<file path="src/rtl/dprsv_pkg.sv">
package dprsv_pkg;

    typedef enum logic [1:0] {
        ST_IDLE     = 2'd0,
        ST_WAIT_A_Q = 2'd1,
        ST_WAIT_B_Q = 2'd2,
        ST_RELEASE  = 2'd3
    } arb_state_e;

endpackage

</file>
<file path="src/rtl/rsv_permit_eval.sv">
module rsv_permit_eval #(
    parameter int unsigned SLOT_W = 5
) (
    input  logic              online,
    input  logic [SLOT_W-1:0] a_slot,
    input  logic              a_naf_ok,
    input  logic              a_proto_err,
    input  logic              a_set_crate,
    input  logic              a_drop_b_crate,
    input  logic              a_drop_b_slot,
    input  logic [SLOT_W-1:0] b_slot,
    input  logic              b_naf_ok,
    input  logic              b_proto_err,
    input  logic              b_set_crate,
    input  logic              bt_active,
    input  logic [SLOT_W-1:0] bt_slot,
    input  logic              cra,
    input  logic              nra,
    input  logic              crb,
    input  logic              nrb,
    input  logic              crbt,
    input  logic              nrbt,
    input  logic [SLOT_W-1:0] nra_slot,
    input  logic [SLOT_W-1:0] nrb_slot,
    input  logic [SLOT_W-1:0] last_a,
    input  logic [SLOT_W-1:0] last_b,
    output logic              a_ok,
    output logic              b_ok,
    output logic              a_bt_hit,
    output logic              b_bt_hit,
    output logic              a_hits_b,
    output logic              b_hits_a
);

    logic a_base, a_crb_clear, a_nrb_clear;
    logic b_base, b_nra_clear, b_crate_ok;

    always_comb begin
        a_bt_hit    = bt_active && (a_slot == bt_slot);
        b_bt_hit    = bt_active && (b_slot == bt_slot);
        a_hits_b    = (a_slot == last_b);
        b_hits_a    = (b_slot == last_a);

        a_base      = online && a_naf_ok && !a_proto_err && !a_bt_hit;
        a_crb_clear = !crb || a_drop_b_crate;
        a_nrb_clear = !nrb || a_drop_b_slot || a_set_crate || (a_slot != nrb_slot);
        a_ok        = a_base && a_crb_clear && a_nrb_clear;

        b_base      = !crbt && !nrbt && b_naf_ok && !b_proto_err && !cra && !b_bt_hit;
        b_nra_clear = !nra || (b_slot != nra_slot);
        b_crate_ok  = !b_set_crate || (!cra && !nra && !bt_active);
        b_ok        = b_base && b_nra_clear && b_crate_ok;
    end

endmodule

</file>
<file path="src/rtl/rsv_hold_timer.sv">
module rsv_hold_timer #(
    parameter int unsigned LIMIT = 62_500_000
) (
    input  logic clk,
    input  logic rst_n,
    input  logic hold,
    input  logic restart,
    output logic expire
);

    localparam int unsigned CNT_W = (LIMIT > 2) ? $clog2(LIMIT) : 1;
    localparam logic [CNT_W-1:0] LAST = CNT_W'(LIMIT - 1);

    logic [CNT_W-1:0] cnt;

    assign expire = hold && (cnt == LAST);

    always_ff @(posedge clk or negedge rst_n) begin
        if (!rst_n) begin
            cnt <= '0;
        end else if (!hold || restart || expire) begin
            cnt <= '0;
        end else begin
            cnt <= cnt + 1'b1;
        end
    end

    // the age never passes the limit
    p_cnt_bound_r8: assert property (@(posedge clk) disable iff (!rst_n)
        int'(cnt) < int'(LIMIT));

    // a permitted port A cycle restarts the age
    p_refresh_r8: assert property (@(posedge clk) disable iff (!rst_n)
        restart |=> (cnt == '0));

endmodule

</file>
<file path="src/rtl/dual_port_rsv_arb.sv">
module dual_port_rsv_arb
    import dprsv_pkg::*;
#(
    parameter int unsigned SLOT_W         = 5,
    parameter int unsigned TIMEOUT_CYCLES = 62_500_000
) (
    input  logic              clk,
    input  logic              rst_n,
    input  logic              a_req,
    input  logic [SLOT_W-1:0] a_slot,
    input  logic              a_set_crate,
    input  logic              a_set_slot,
    input  logic              a_drop_b_crate,
    input  logic              a_drop_b_slot,
    input  logic              a_aggregate,
    input  logic              a_lam_clear,
    input  logic              a_naf_ok,
    input  logic              a_proto_err,
    input  logic              online,
    input  logic              b_req,
    input  logic [SLOT_W-1:0] b_slot,
    input  logic              b_set_crate,
    input  logic              b_set_slot,
    input  logic              b_naf_ok,
    input  logic              b_proto_err,
    input  logic              bt_active,
    input  logic [SLOT_W-1:0] bt_slot,
    input  logic              q_valid,
    input  logic              q_reply,
    output logic              a_grant,
    output logic              a_refuse,
    output logic              b_grant,
    output logic              b_refuse,
    output logic              rsv_a_crate,
    output logic              rsv_a_slot,
    output logic              rsv_b_crate,
    output logic              rsv_b_slot,
    output logic              b_crate_term,
    output logic              b_slot_term,
    output logic              agg_fail,
    output logic              a_hits_b,
    output logic              b_hits_a,
    output logic              a_hits_bt,
    output logic              b_hits_bt
);

    arb_state_e st, st_nx;

    logic              cra, nra, crb, nrb, crbt, nrbt, agg_q;
    logic [SLOT_W-1:0] nra_slot, nrb_slot, last_a, last_b, p_slot;
    logic              p_crate, p_sslot;
    logic              a_ok, b_ok, a_bt_hit, b_bt_hit;
    logic              take_a, take_b, a_go, b_go, expire;

    rsv_permit_eval #(.SLOT_W(SLOT_W)) u_permit (
        .online         (online),
        .a_slot         (a_slot),
        .a_naf_ok       (a_naf_ok),
        .a_proto_err    (a_proto_err),
        .a_set_crate    (a_set_crate),
        .a_drop_b_crate (a_drop_b_crate),
        .a_drop_b_slot  (a_drop_b_slot),
        .b_slot         (b_slot),
        .b_naf_ok       (b_naf_ok),
        .b_proto_err    (b_proto_err),
        .b_set_crate    (b_set_crate),
        .bt_active      (bt_active),
        .bt_slot        (bt_slot),
        .cra            (cra),
        .nra            (nra),
        .crb            (crb),
        .nrb            (nrb),
        .crbt           (crbt),
        .nrbt           (nrbt),
        .nra_slot       (nra_slot),
        .nrb_slot       (nrb_slot),
        .last_a         (last_a),
        .last_b         (last_b),
        .a_ok           (a_ok),
        .b_ok           (b_ok),
        .a_bt_hit       (a_bt_hit),
        .b_bt_hit       (b_bt_hit),
        .a_hits_b       (a_hits_b),
        .b_hits_a       (b_hits_a)
    );

    assign take_a = (st == ST_IDLE) && a_req;
    assign take_b = (st == ST_IDLE) && b_req && !a_req;
    assign a_go   = take_a && a_ok;
    assign b_go   = take_b && b_ok;

    rsv_hold_timer #(.LIMIT(TIMEOUT_CYCLES)) u_timer (
        .clk     (clk),
        .rst_n   (rst_n),
        .hold    (cra || nra),
        .restart (a_go),
        .expire  (expire)
    );

    always_comb begin
        st_nx = st;
        unique case (st)
            ST_IDLE: begin
                if (a_go)                 st_nx = ST_WAIT_A_Q;
                else if (b_go)            st_nx = ST_WAIT_B_Q;
                else if (take_a || take_b) st_nx = ST_RELEASE;
            end
            ST_WAIT_A_Q: if (q_valid) st_nx = ST_IDLE;
            ST_WAIT_B_Q: if (q_valid) st_nx = ST_IDLE;
            ST_RELEASE:  st_nx = ST_IDLE;
        endcase
    end

    always_ff @(posedge clk or negedge rst_n) begin
        if (!rst_n) st <= ST_IDLE;
        else        st <= st_nx;
    end

    always_ff @(posedge clk or negedge rst_n) begin
        if (!rst_n) begin
            a_grant  <= 1'b0;
            a_refuse <= 1'b0;
            b_grant  <= 1'b0;
            b_refuse <= 1'b0;
            cra      <= 1'b0;
            nra      <= 1'b0;
            crb      <= 1'b0;
            nrb      <= 1'b0;
            crbt     <= 1'b1;
            nrbt     <= 1'b1;
            agg_q    <= 1'b0;
            nra_slot <= '0;
            nrb_slot <= '0;
            last_a   <= '0;
            last_b   <= '0;
            p_slot   <= '0;
            p_crate  <= 1'b0;
            p_sslot  <= 1'b0;
        end else begin
            a_grant  <= a_go;
            a_refuse <= take_a && !a_ok;
            b_grant  <= b_go;
            b_refuse <= take_b && !b_ok;

            if (expire) begin
                cra <= 1'b0;
                nra <= 1'b0;
            end

            if (take_a) begin
                last_a <= a_slot;
                if (a_aggregate && a_bt_hit) agg_q <= 1'b1;
                if (a_ok) begin
                    p_crate <= a_set_crate;
                    p_sslot <= a_set_slot;
                    p_slot  <= a_slot;
                    if (a_lam_clear) agg_q <= 1'b0;
                    if (a_drop_b_crate && crb) begin
                        crb  <= 1'b0;
                        crbt <= 1'b1;
                    end
                    if (a_drop_b_slot && nrb) begin
                        nrb  <= 1'b0;
                        nrbt <= 1'b1;
                    end
                end
            end

            if (take_b) begin
                last_b <= b_slot;
                if (crbt || nrbt) begin
                    crbt <= 1'b0;
                    nrbt <= 1'b0;
                end
                if (b_ok) begin
                    p_crate <= b_set_crate;
                    p_sslot <= b_set_slot;
                    p_slot  <= b_slot;
                end
            end

            if (st == ST_WAIT_A_Q && q_valid && q_reply) begin
                cra      <= p_crate;
                nra      <= p_sslot;
                nra_slot <= p_slot;
                if (p_crate && nrb) begin
                    nrb  <= 1'b0;
                    nrbt <= 1'b1;
                end
            end

            if (st == ST_WAIT_B_Q && q_valid && q_reply) begin
                crb      <= p_crate;
                nrb      <= p_sslot;
                nrb_slot <= p_slot;
            end
        end
    end

    assign rsv_a_crate  = cra;
    assign rsv_a_slot   = nra;
    assign rsv_b_crate  = crb;
    assign rsv_b_slot   = nrb;
    assign b_crate_term = crbt;
    assign b_slot_term  = nrbt;
    assign agg_fail     = agg_q;
    assign a_hits_bt    = a_bt_hit;
    assign b_hits_bt    = b_bt_hit;

    // crate reserves exclude the other port's reserves
    p_crate_a_excl_r2: assert property (@(posedge clk) disable iff (!rst_n)
        cra |-> (!crb && !nrb));
    p_crate_b_excl_r2: assert property (@(posedge clk) disable iff (!rst_n)
        crb |-> (!cra && !nra));
    // two slot reserves never share a slot
    p_slot_distinct_r2: assert property (@(posedge clk) disable iff (!rst_n)
        (nra && nrb) |-> (nra_slot != nrb_slot));

    // a B grant never lands while A holds the crate or a flag is up
    p_b_grant_clean_r4: assert property (@(posedge clk) disable iff (!rst_n)
        b_grant |-> (!crbt && !nrbt && !cra));

    // B reserves hold still while the Q reply is pending
    p_q_needed_r5: assert property (@(posedge clk) disable iff (!rst_n)
        (st == ST_WAIT_B_Q && !q_valid) |=> $stable({crb, nrb}));

    // a refusal under a raised flag lowers both flags
    p_term_cleared_r7: assert property (@(posedge clk) disable iff (!rst_n)
        (b_refuse && $past(crbt || nrbt)) |-> (!crbt && !nrbt));

    // the block-transfer slot is never granted to port A
    p_bt_barred_r9: assert property (@(posedge clk) disable iff (!rst_n)
        a_grant |-> !$past(a_bt_hit));

    // at most one decision per cycle
    p_one_decision_r10: assert property (@(posedge clk) disable iff (!rst_n)
        $onehot0({a_grant, a_refuse, b_grant, b_refuse}));

    // the release cycle always returns to idle
    p_release_r12: assert property (@(posedge clk) disable iff (!rst_n)
        (st == ST_RELEASE) |=> (st == ST_IDLE));

endmodule

</file>
<file path="config.mk">
export PLATFORM = sky130hd
export DESIGN_NAME = dual_port_rsv_arb
export DESIGN_NICKNAME = d
export VERILOG_FILES = /design/src/rtl/dprsv_pkg.sv /design/src/rtl/rsv_permit_eval.sv /design/src/rtl/rsv_hold_timer.sv /design/src/rtl/dual_port_rsv_arb.sv
export SDC_FILE = /design/constraint.sdc
export NUM_CORES = 1
export LEC_CHECK = 0
export BUFFER_PORTS_ARGS = -buffer_cell sky130_fd_sc_hd__buf_2
export CAP_MARGIN = 20
export CELL_PAD_IN_SITES_DETAIL_PLACEMENT = 1
export CELL_PAD_IN_SITES_GLOBAL_PLACEMENT = 2
export CORE_MARGIN = 4
export CORE_UTILIZATION = 37
export CTS_CLUSTER_SIZE = 28
export DETAILED_ROUTE_END_ITERATION = 6
export PLACE_DENSITY_LB_ADDON = 0.1
export REMOVE_ABC_BUFFERS = 1
export SKIP_LAST_GASP = 1
export SLEW_MARGIN = 20
export SYNTH_ARGS = -nofsm -noshare
export SYNTH_HDL_FRONTEND = slang
export SYNTH_SLANG_ARGS = --single-unit
export TNS_END_PERCENT = 20
</file>
<file path="constraint.sdc">
create_clock -name clk -period 2.95 [get_ports clk]
set_clock_uncertainty 0.15 [all_clocks]
set_input_delay 0.1475 -clock clk [delete_from_list [all_inputs] [get_ports clk]]
set_output_delay 0.1475 -clock clk [all_outputs]
set_load 0.05 [all_outputs]
</file>
# ---- Word-level counts from Yosys, hierarchy flattened
# Index checks and enable logic that the tools add are counted.
dict set report op_classes {
  n_addsub 1
  n_mul 0
  div_mod_pow 0
  n_lt_le_gt_ge 0
  eq_ne 12
  shifts 0
  mux 46
  bitwise 0
  n_reduce_logical 67
}
# operator count
set op_table {}
lappend op_table {{$mux W1} 36}
lappend op_table {{$logic_and A1 B1 Y1} 32}
lappend op_table {{$add A26 B1 Y26 const B} 1}
lappend op_table {{$eq A26 B26 Y1 const B} 1}
lappend op_table {{$mux W26} 1}
lappend op_table {{$eq A5 B5 Y1} 4}
lappend op_table {{$mux W5} 4}
lappend op_table {{$logic_not A1 Y1} 16}
lappend op_table {{$logic_or A1 B1 Y1} 11}
lappend op_table {{$ne A5 B5 Y1} 2}
lappend op_table {{$mux W2} 4}
lappend op_table {{$reduce_bool A2 Y1} 4}
lappend op_table {{$pmux W2 S3} 1}
lappend op_table {{$eq A2 B2 Y1 const B} 2}
lappend op_table {{$ne A4 B3 Y1 const B} 1}
lappend op_table {{$reduce_and A3 Y1} 1}
lappend op_table {{$eq A2 B1 Y1 const B} 1}
lappend op_table {{$logic_not A2 Y1} 1}
lappend op_table {{$ne A2 B1 Y1 const B} 1}
lappend op_table {{$reduce_and A2 Y1} 1}
lappend op_table {{$reduce_or A2 Y1} 1}
dict set report totals {
  ff_bits 66
  latch_bits 0
  mem_bits_rw 0
  romBits 0
  input_bits 35
  wordCells 146
  mem_count 0
}

# ---- Logic depth before layout (Yosys ltp)
dict set report depth {
  ltp_word 12
  ltp_mapped 9
  ltp_nobuf 7
}

# ---- Hierarchy
# Synthesis repeated with hierarchy kept, for this count alone.
dict set report hier_totals {
  cells_unflattened 340
  area_unflattened_um2 3457.1
}
# module n_inst cells_each area_per_inst_um2
set modules_own_cells {}
lappend modules_own_cells {dual_port_rsv_arb 1 144 1676.6}
lappend modules_own_cells {rsv_hold_timer 1 146 1383.8}
lappend modules_own_cells {rsv_permit_eval 1 50 396.6}

# ---- Least setup slack after synthesis
# No wires, ideal clock.
dict set report synth_timing {
  path_kind {register -> register}
  from {reg crb (netlist: rsv_b_crate)}
  to {reg p_slot[1]}
  arrival_time_ns 2.155
  slack_ns 0.520
  stages_incl_launch_ff 8
  n_path_buf 2
  cell_sequence {dfrtp_1 nor2b_1 nor3_1 nor4bb_1 clkbuf_2 buf_4 mux2_2 mux2_2}
}
dict set report synth_between {
  elab_chain_cells 8
}
# element line_no
set synth_rtl {}
lappend synth_rtl {{start, declared} dual_port_rsv_arb.sv:49} ;# logic cra, nra, crb, nrb, crbt, nrbt, agg_q;
lappend synth_rtl {{start signal, assigned} dual_port_rsv_arb.sv:193} ;# crb <= p_crate;
lappend synth_rtl {{$logic_not A1 Y1 *} rsv_permit_eval.sv:45} ;# a_crb_clear = !crb || a_drop_b_crate;
lappend synth_rtl {{$logic_or A1 B1 Y1 *} rsv_permit_eval.sv:45}
lappend synth_rtl {{$logic_and A1 B1 Y1 * (2 in series)} rsv_permit_eval.sv:47} ;# a_ok = a_base && a_crb_clear && a_nrb_clear;
lappend synth_rtl {{$mux W5 *} dual_port_rsv_arb.sv:153} ;# if (a_ok) begin
lappend synth_rtl {{$mux W5 *} dual_port_rsv_arb.sv:150} ;# if (take_a) begin
lappend synth_rtl {{$mux W5} dual_port_rsv_arb.sv:175} ;# if (b_ok) begin
lappend synth_rtl {{$mux W5 *} dual_port_rsv_arb.sv:169} ;# if (take_b) begin
lappend synth_rtl {{end signal, assigned} dual_port_rsv_arb.sv:156} ;# p_slot <= a_slot;
lappend synth_rtl {{end signal, assigned} dual_port_rsv_arb.sv:178} ;# p_slot <= b_slot;
lappend synth_rtl {{end, declared} dual_port_rsv_arb.sv:50} ;# logic [SLOT_W-1:0] nra_slot, nrb_slot, last_a, last_b, p_slot;
# Mark *: on every way between the ends. The rest lies on a longest branch, timed or not.
# A chain may end at the register's enable or synchronous reset.

# ---- Final worst setup path
dict set report layout_timing {
  from {in a_slot[1]}
  to {reg crb (netlist: rsv_b_crate)}
}
dict set report layout_between {
  elab_chain_cells 8
  elab_cells_between_ends 10
  cone_classes {eq/ne: 2; reduce/logical: 8}
}
# element line_no
set layout_rtl {}
lappend layout_rtl {{start, declared} dual_port_rsv_arb.sv:10} ;# input logic [SLOT_W-1:0] a_slot,
lappend layout_rtl {{$eq A5 B5 Y1} rsv_permit_eval.sv:39} ;# a_bt_hit = bt_active && (a_slot == bt_slot);
lappend layout_rtl {{$logic_and A1 B1 Y1} rsv_permit_eval.sv:39}
lappend layout_rtl {{$logic_not A1 Y1} rsv_permit_eval.sv:44} ;# a_base = online && a_naf_ok && !a_proto_err && !a_bt_hit;
lappend layout_rtl {{$logic_and A1 B1 Y1} rsv_permit_eval.sv:44}
lappend layout_rtl {{$logic_and A1 B1 Y1} rsv_permit_eval.sv:47}
lappend layout_rtl {{$logic_and A1 B1 Y1 *} rsv_permit_eval.sv:47}
lappend layout_rtl {{$reduce_bool A2 Y1 (no source line) *} -}
lappend layout_rtl {{$reduce_and A3 Y1 (no source line) *} -}
# Marks and branches as above.

==> results.sh <==
export IMPL_cts_buffers=9
export IMPL_holdPathEnd="last_a[4]$_DFFE_PN0P_"
export IMPL_portBuffers=49
export IMPL_final_hold_viol_count=0
export IMPL_critPathKind="input pin to flip-flop"
export IMPL_crit_fanout=5
export IMPL_grt_pass1_vias=2715
export IMPL_yosysTopAreaCell="dfrtp_1"
export IMPL_htree_levels=3
export IMPL_min_delay_start="a_slot[4]"
export IMPL_antennaDiodeCount=0
export IMPL_slew_viol_final=0
export IMPL_syn_area_per_cell_um2=11.1
export IMPL_r2r_start="st[0]$_DFFE_PN0P_"
export IMPL_cts_tree="done"
export IMPL_place_congestion=0.740
export IMPL_dieArea_um2=10600
export IMPL_synth_edf_count=0
export IMPL_gr_usage_all_layers_pct=16.6
export IMPL_dr_total_vias=2494
export IMPL_dp_cells=455
export IMPL_crit_path_end_kind="flip-flop"
export IMPL_antenna_found_initial=0
export IMPL_fin_crit_sh_pct=88.7
export IMPL_synth_top_family_by_area="simple AND/OR/NAND/NOR gates"
export IMPL_gr_total_overflow=0
export IMPL_layout_drive_gt1_share_pct=29.1
export IMPL_cts_buffer_depth=2
export IMPL_synthTopCellsByCount="dfrtp_1, nor2_1, mux2_2, xor2_1"
export IMPL_row_count=34
export IMPL_leakagePower_uw=0.00181
export IMPL_syn_cell_area_um2=3350
export IMPL_slew_headroom_pct=53.8
export IMPL_postPlaceCellArea_um2=3740
export IMPL_syn_to_final_growth_pct=20.3
export IMPL_clock_sink_count=66
export IMPL_drcViolationCount=0
export IMPL_cp_arrival_ns=2.69
export IMPL_yosys_area_share_simple_pct=17.4
export IMPL_yosysMostFrequentCell="dfrtp_1"
export IMPL_fin_crit_ns=2.62
export IMPL_rsz0062_at_grt="no"
export IMPL_ys_types=38
export IMPL_ys_warn_count=0
export IMPL_fmax_ghz=0.382
export IMPL_synth_yosys_seq_area_share_pct=49.4
export IMPL_cts_reportedPaths_clkPinSlew_ns=0.07
export IMPL_stdcell_area_um2=4030
export IMPL_synthAdderAreaFrac_pct=1.49
export IMPL_synth_top_flop_cell="dfrtp_1"
export IMPL_start_util_pct=38.2
export IMPL_powerDensity_nw_per_um2=771
export IMPL_yosys_mux_area_fraction_pct=11.8
export IMPL_syn_inst=301
export IMPL_ant_nets=0
export IMPL_rr_endpoint="rsv_b_crate$_DFFE_PN0P_"
export IMPL_first_pass_iters=4
export IMPL_ctsRootBufferMaster="clkbuf_8"
export IMPL_yosys_register_bits=66
export IMPL_final_cells=482
export IMPL_ir_drop_mv=0.283
export IMPL_yosysTopAreaCellShare_pct=47.8
export IMPL_clock_latency_ns=0.34
export IMPL_hpwlAfterDp_mm=6.03
export IMPL_maxCapViolations=0
export IMPL_worstPathRequired_ns=3.03
export IMPL_wl_per_cell_um=16.8
export IMPL_synth_compound_area_share_pct=3.47
export IMPL_synthArstFlopShare_pct=100
export IMPL_status="finished clean"
export IMPL_synth_xor_area_share_pct=14.1
export IMPL_reg2regPathDepth=7
export IMPL_first_iter_violations=21
export IMPL_nets=408
export IMPL_grt_start_max_net_pins=39
export IMPL_critPathLaunchType="input pin"
export IMPL_r2r_slack_ns=0.40
export IMPL_grt_pass1_wl_mm=13.6
export IMPL_fill_cells=996
export IMPL_hp_class="input pin to flip-flop"
export IMPL_die_w_um=103
export IMPL_min_path_cells=2
export IMPL_io_pins=50
export IMPL_core_region_area_um2=8760
export IMPL_setup_viol=0
export IMPL_ctsResizeCount=0
export IMPL_tightestPinTransition_ns=0.693
export IMPL_routed_wirelength_mm=8.11
export IMPL_vias_per_cell=5.17
export IMPL_die_y_um=103
export IMPL_ys_top_cells_by_area="dfrtp_1, mux2_2, xor2_1"
routing by layer:
layer  GRT usage [%]  share of wire [%]  vias up
li1                -                  -     1199
met5               0                  0        -
met2            28.9                 49       44
met1            20.8                 45     1244
met4            4.48                1.1        0
met3            3.72                4.2        7
cells by family (layout without fill, tap and decap cells):
family / after synthesis / in the layout
AND/OR/NAND/NOR: 112 / 112
flip-flops: 66 / 66
XOR/XNOR: 54 / 54
multiplexers: 35 / 35
AO/OA/AOI/OAI: 16 / 16
buffers and inverters: 14 / 87
adder cells (fa/ha/maj): 4 / 4
state kept, by name, indices dropped and copies added (netlist names), 2 cells and up:
signal       cells
last_b           5
nra_slot         5
st               2
p_slot           5
last_a           5
nrb_slot         5
u_timer.cnt     26
per-stage QoR:
| stage | total power, uW | hold slack (ns) | worst slack [ns] | utilization, % | setup TNS (ns) |
|---|---|---|---|---|---|
| 6_report | 3110 | 0.0185 | 0.332 | 46.0 | 0 |
| 2_1_floorplan | 2090 | -0.298 | -0.404 | - | -12.88 |
| 3_3_place_gp | 2390 | 0.0961 | 0.513 | 42.7 | 0 |
| 5_1_grt | 3340 | 0.0109 | 0.224 | 46.0 | 0 |
| 3_5_place_dp | 2420 | 0.0863 | 0.419 | 42.7 | 0 |
| 4_1_cts | 3160 | 0.00153 | 0.305 | 46.0 | 0 |
worst max-delay path, stage by stage:
cell           delay (ns)
dlygate4sd3_1        0.52
buf_2                0.17
xor2_1               0.21
nor4_1               0.08
and3_2               0.26
nor4bb_4             0.42
a21oi_1              0.13
a41o_1               0.21
dlygate4sd3_1        0.54
worst max path at each step:
stage                                  from                   endpoint  slack, ns  depth (start not counted)
CTS                               a_slot[1]    rsv_b_crate$_DFFE_PN0P_       0.30                          9
global placement          st[0]$_DFFE_PN0P_        p_slot[4]$_DFF_PN0_       0.51                          7
detailed placement        st[0]$_DFFE_PN0P_        p_slot[2]$_DFF_PN0_       0.42                          7
finish                            a_slot[1]    rsv_b_crate$_DFFE_PN0P_       0.33                          9
global route                      a_slot[1]    rsv_b_crate$_DFFE_PN0P_       0.22                          9
floorplan           rsv_b_crate$_DFFE_PN0P_  u_timer.cnt[10]$_DFF_PN0_      -0.40                          5
cell usage in the layout, fill, tap and decap left out, drive strengths merged, types with 3 or more instances in the layout:
| master | instances |
|---|---|
| and4 | 4 |
| nand4 | 8 |
| buf | 54 |
| xor2 | 35 |
| nand2 | 19 |
| a21oi | 5 |
| nor3 | 6 |
| nand3 | 14 |
| ha | 4 |
| nor2 | 37 |
| inv | 6 |
| xnor2 | 19 |
| mux2 | 35 |
| dlygate4sd3 | 11 |
| clkbuf | 14 |
| dfrtp | 64 |
| and3 | 6 |
| nor4 | 10 |
| o31ai | 3 |
timing repair:
item                                   CTS  global route
hold buffers                            11             0
endpoints found under the hold margin   35             0
setup buffers                            0             0
final cells by class:
type	count	area [um^2]	area share, %
Clock inverter	2	10.0	0.248
Multi-Input combinational cell	221	1630	40.5
Sequential cell	66	1650	41.0
Inverter	6	22.5	0.559
Timing Repair Buffer	65	405	10.1
Clock buffer	14	173	4.28
Tap cell	108	135	3.35
where the power goes:
| group | switching (uW) | internal (uW) | total, uW |
|---|---|---|---|
| Combinational | 584 | 459 | 1040 |
| Clock | 333 | 372 | 706 |
| Sequential | 199 | 1160 | 1360 |
(Power assumes the default switching activity.)
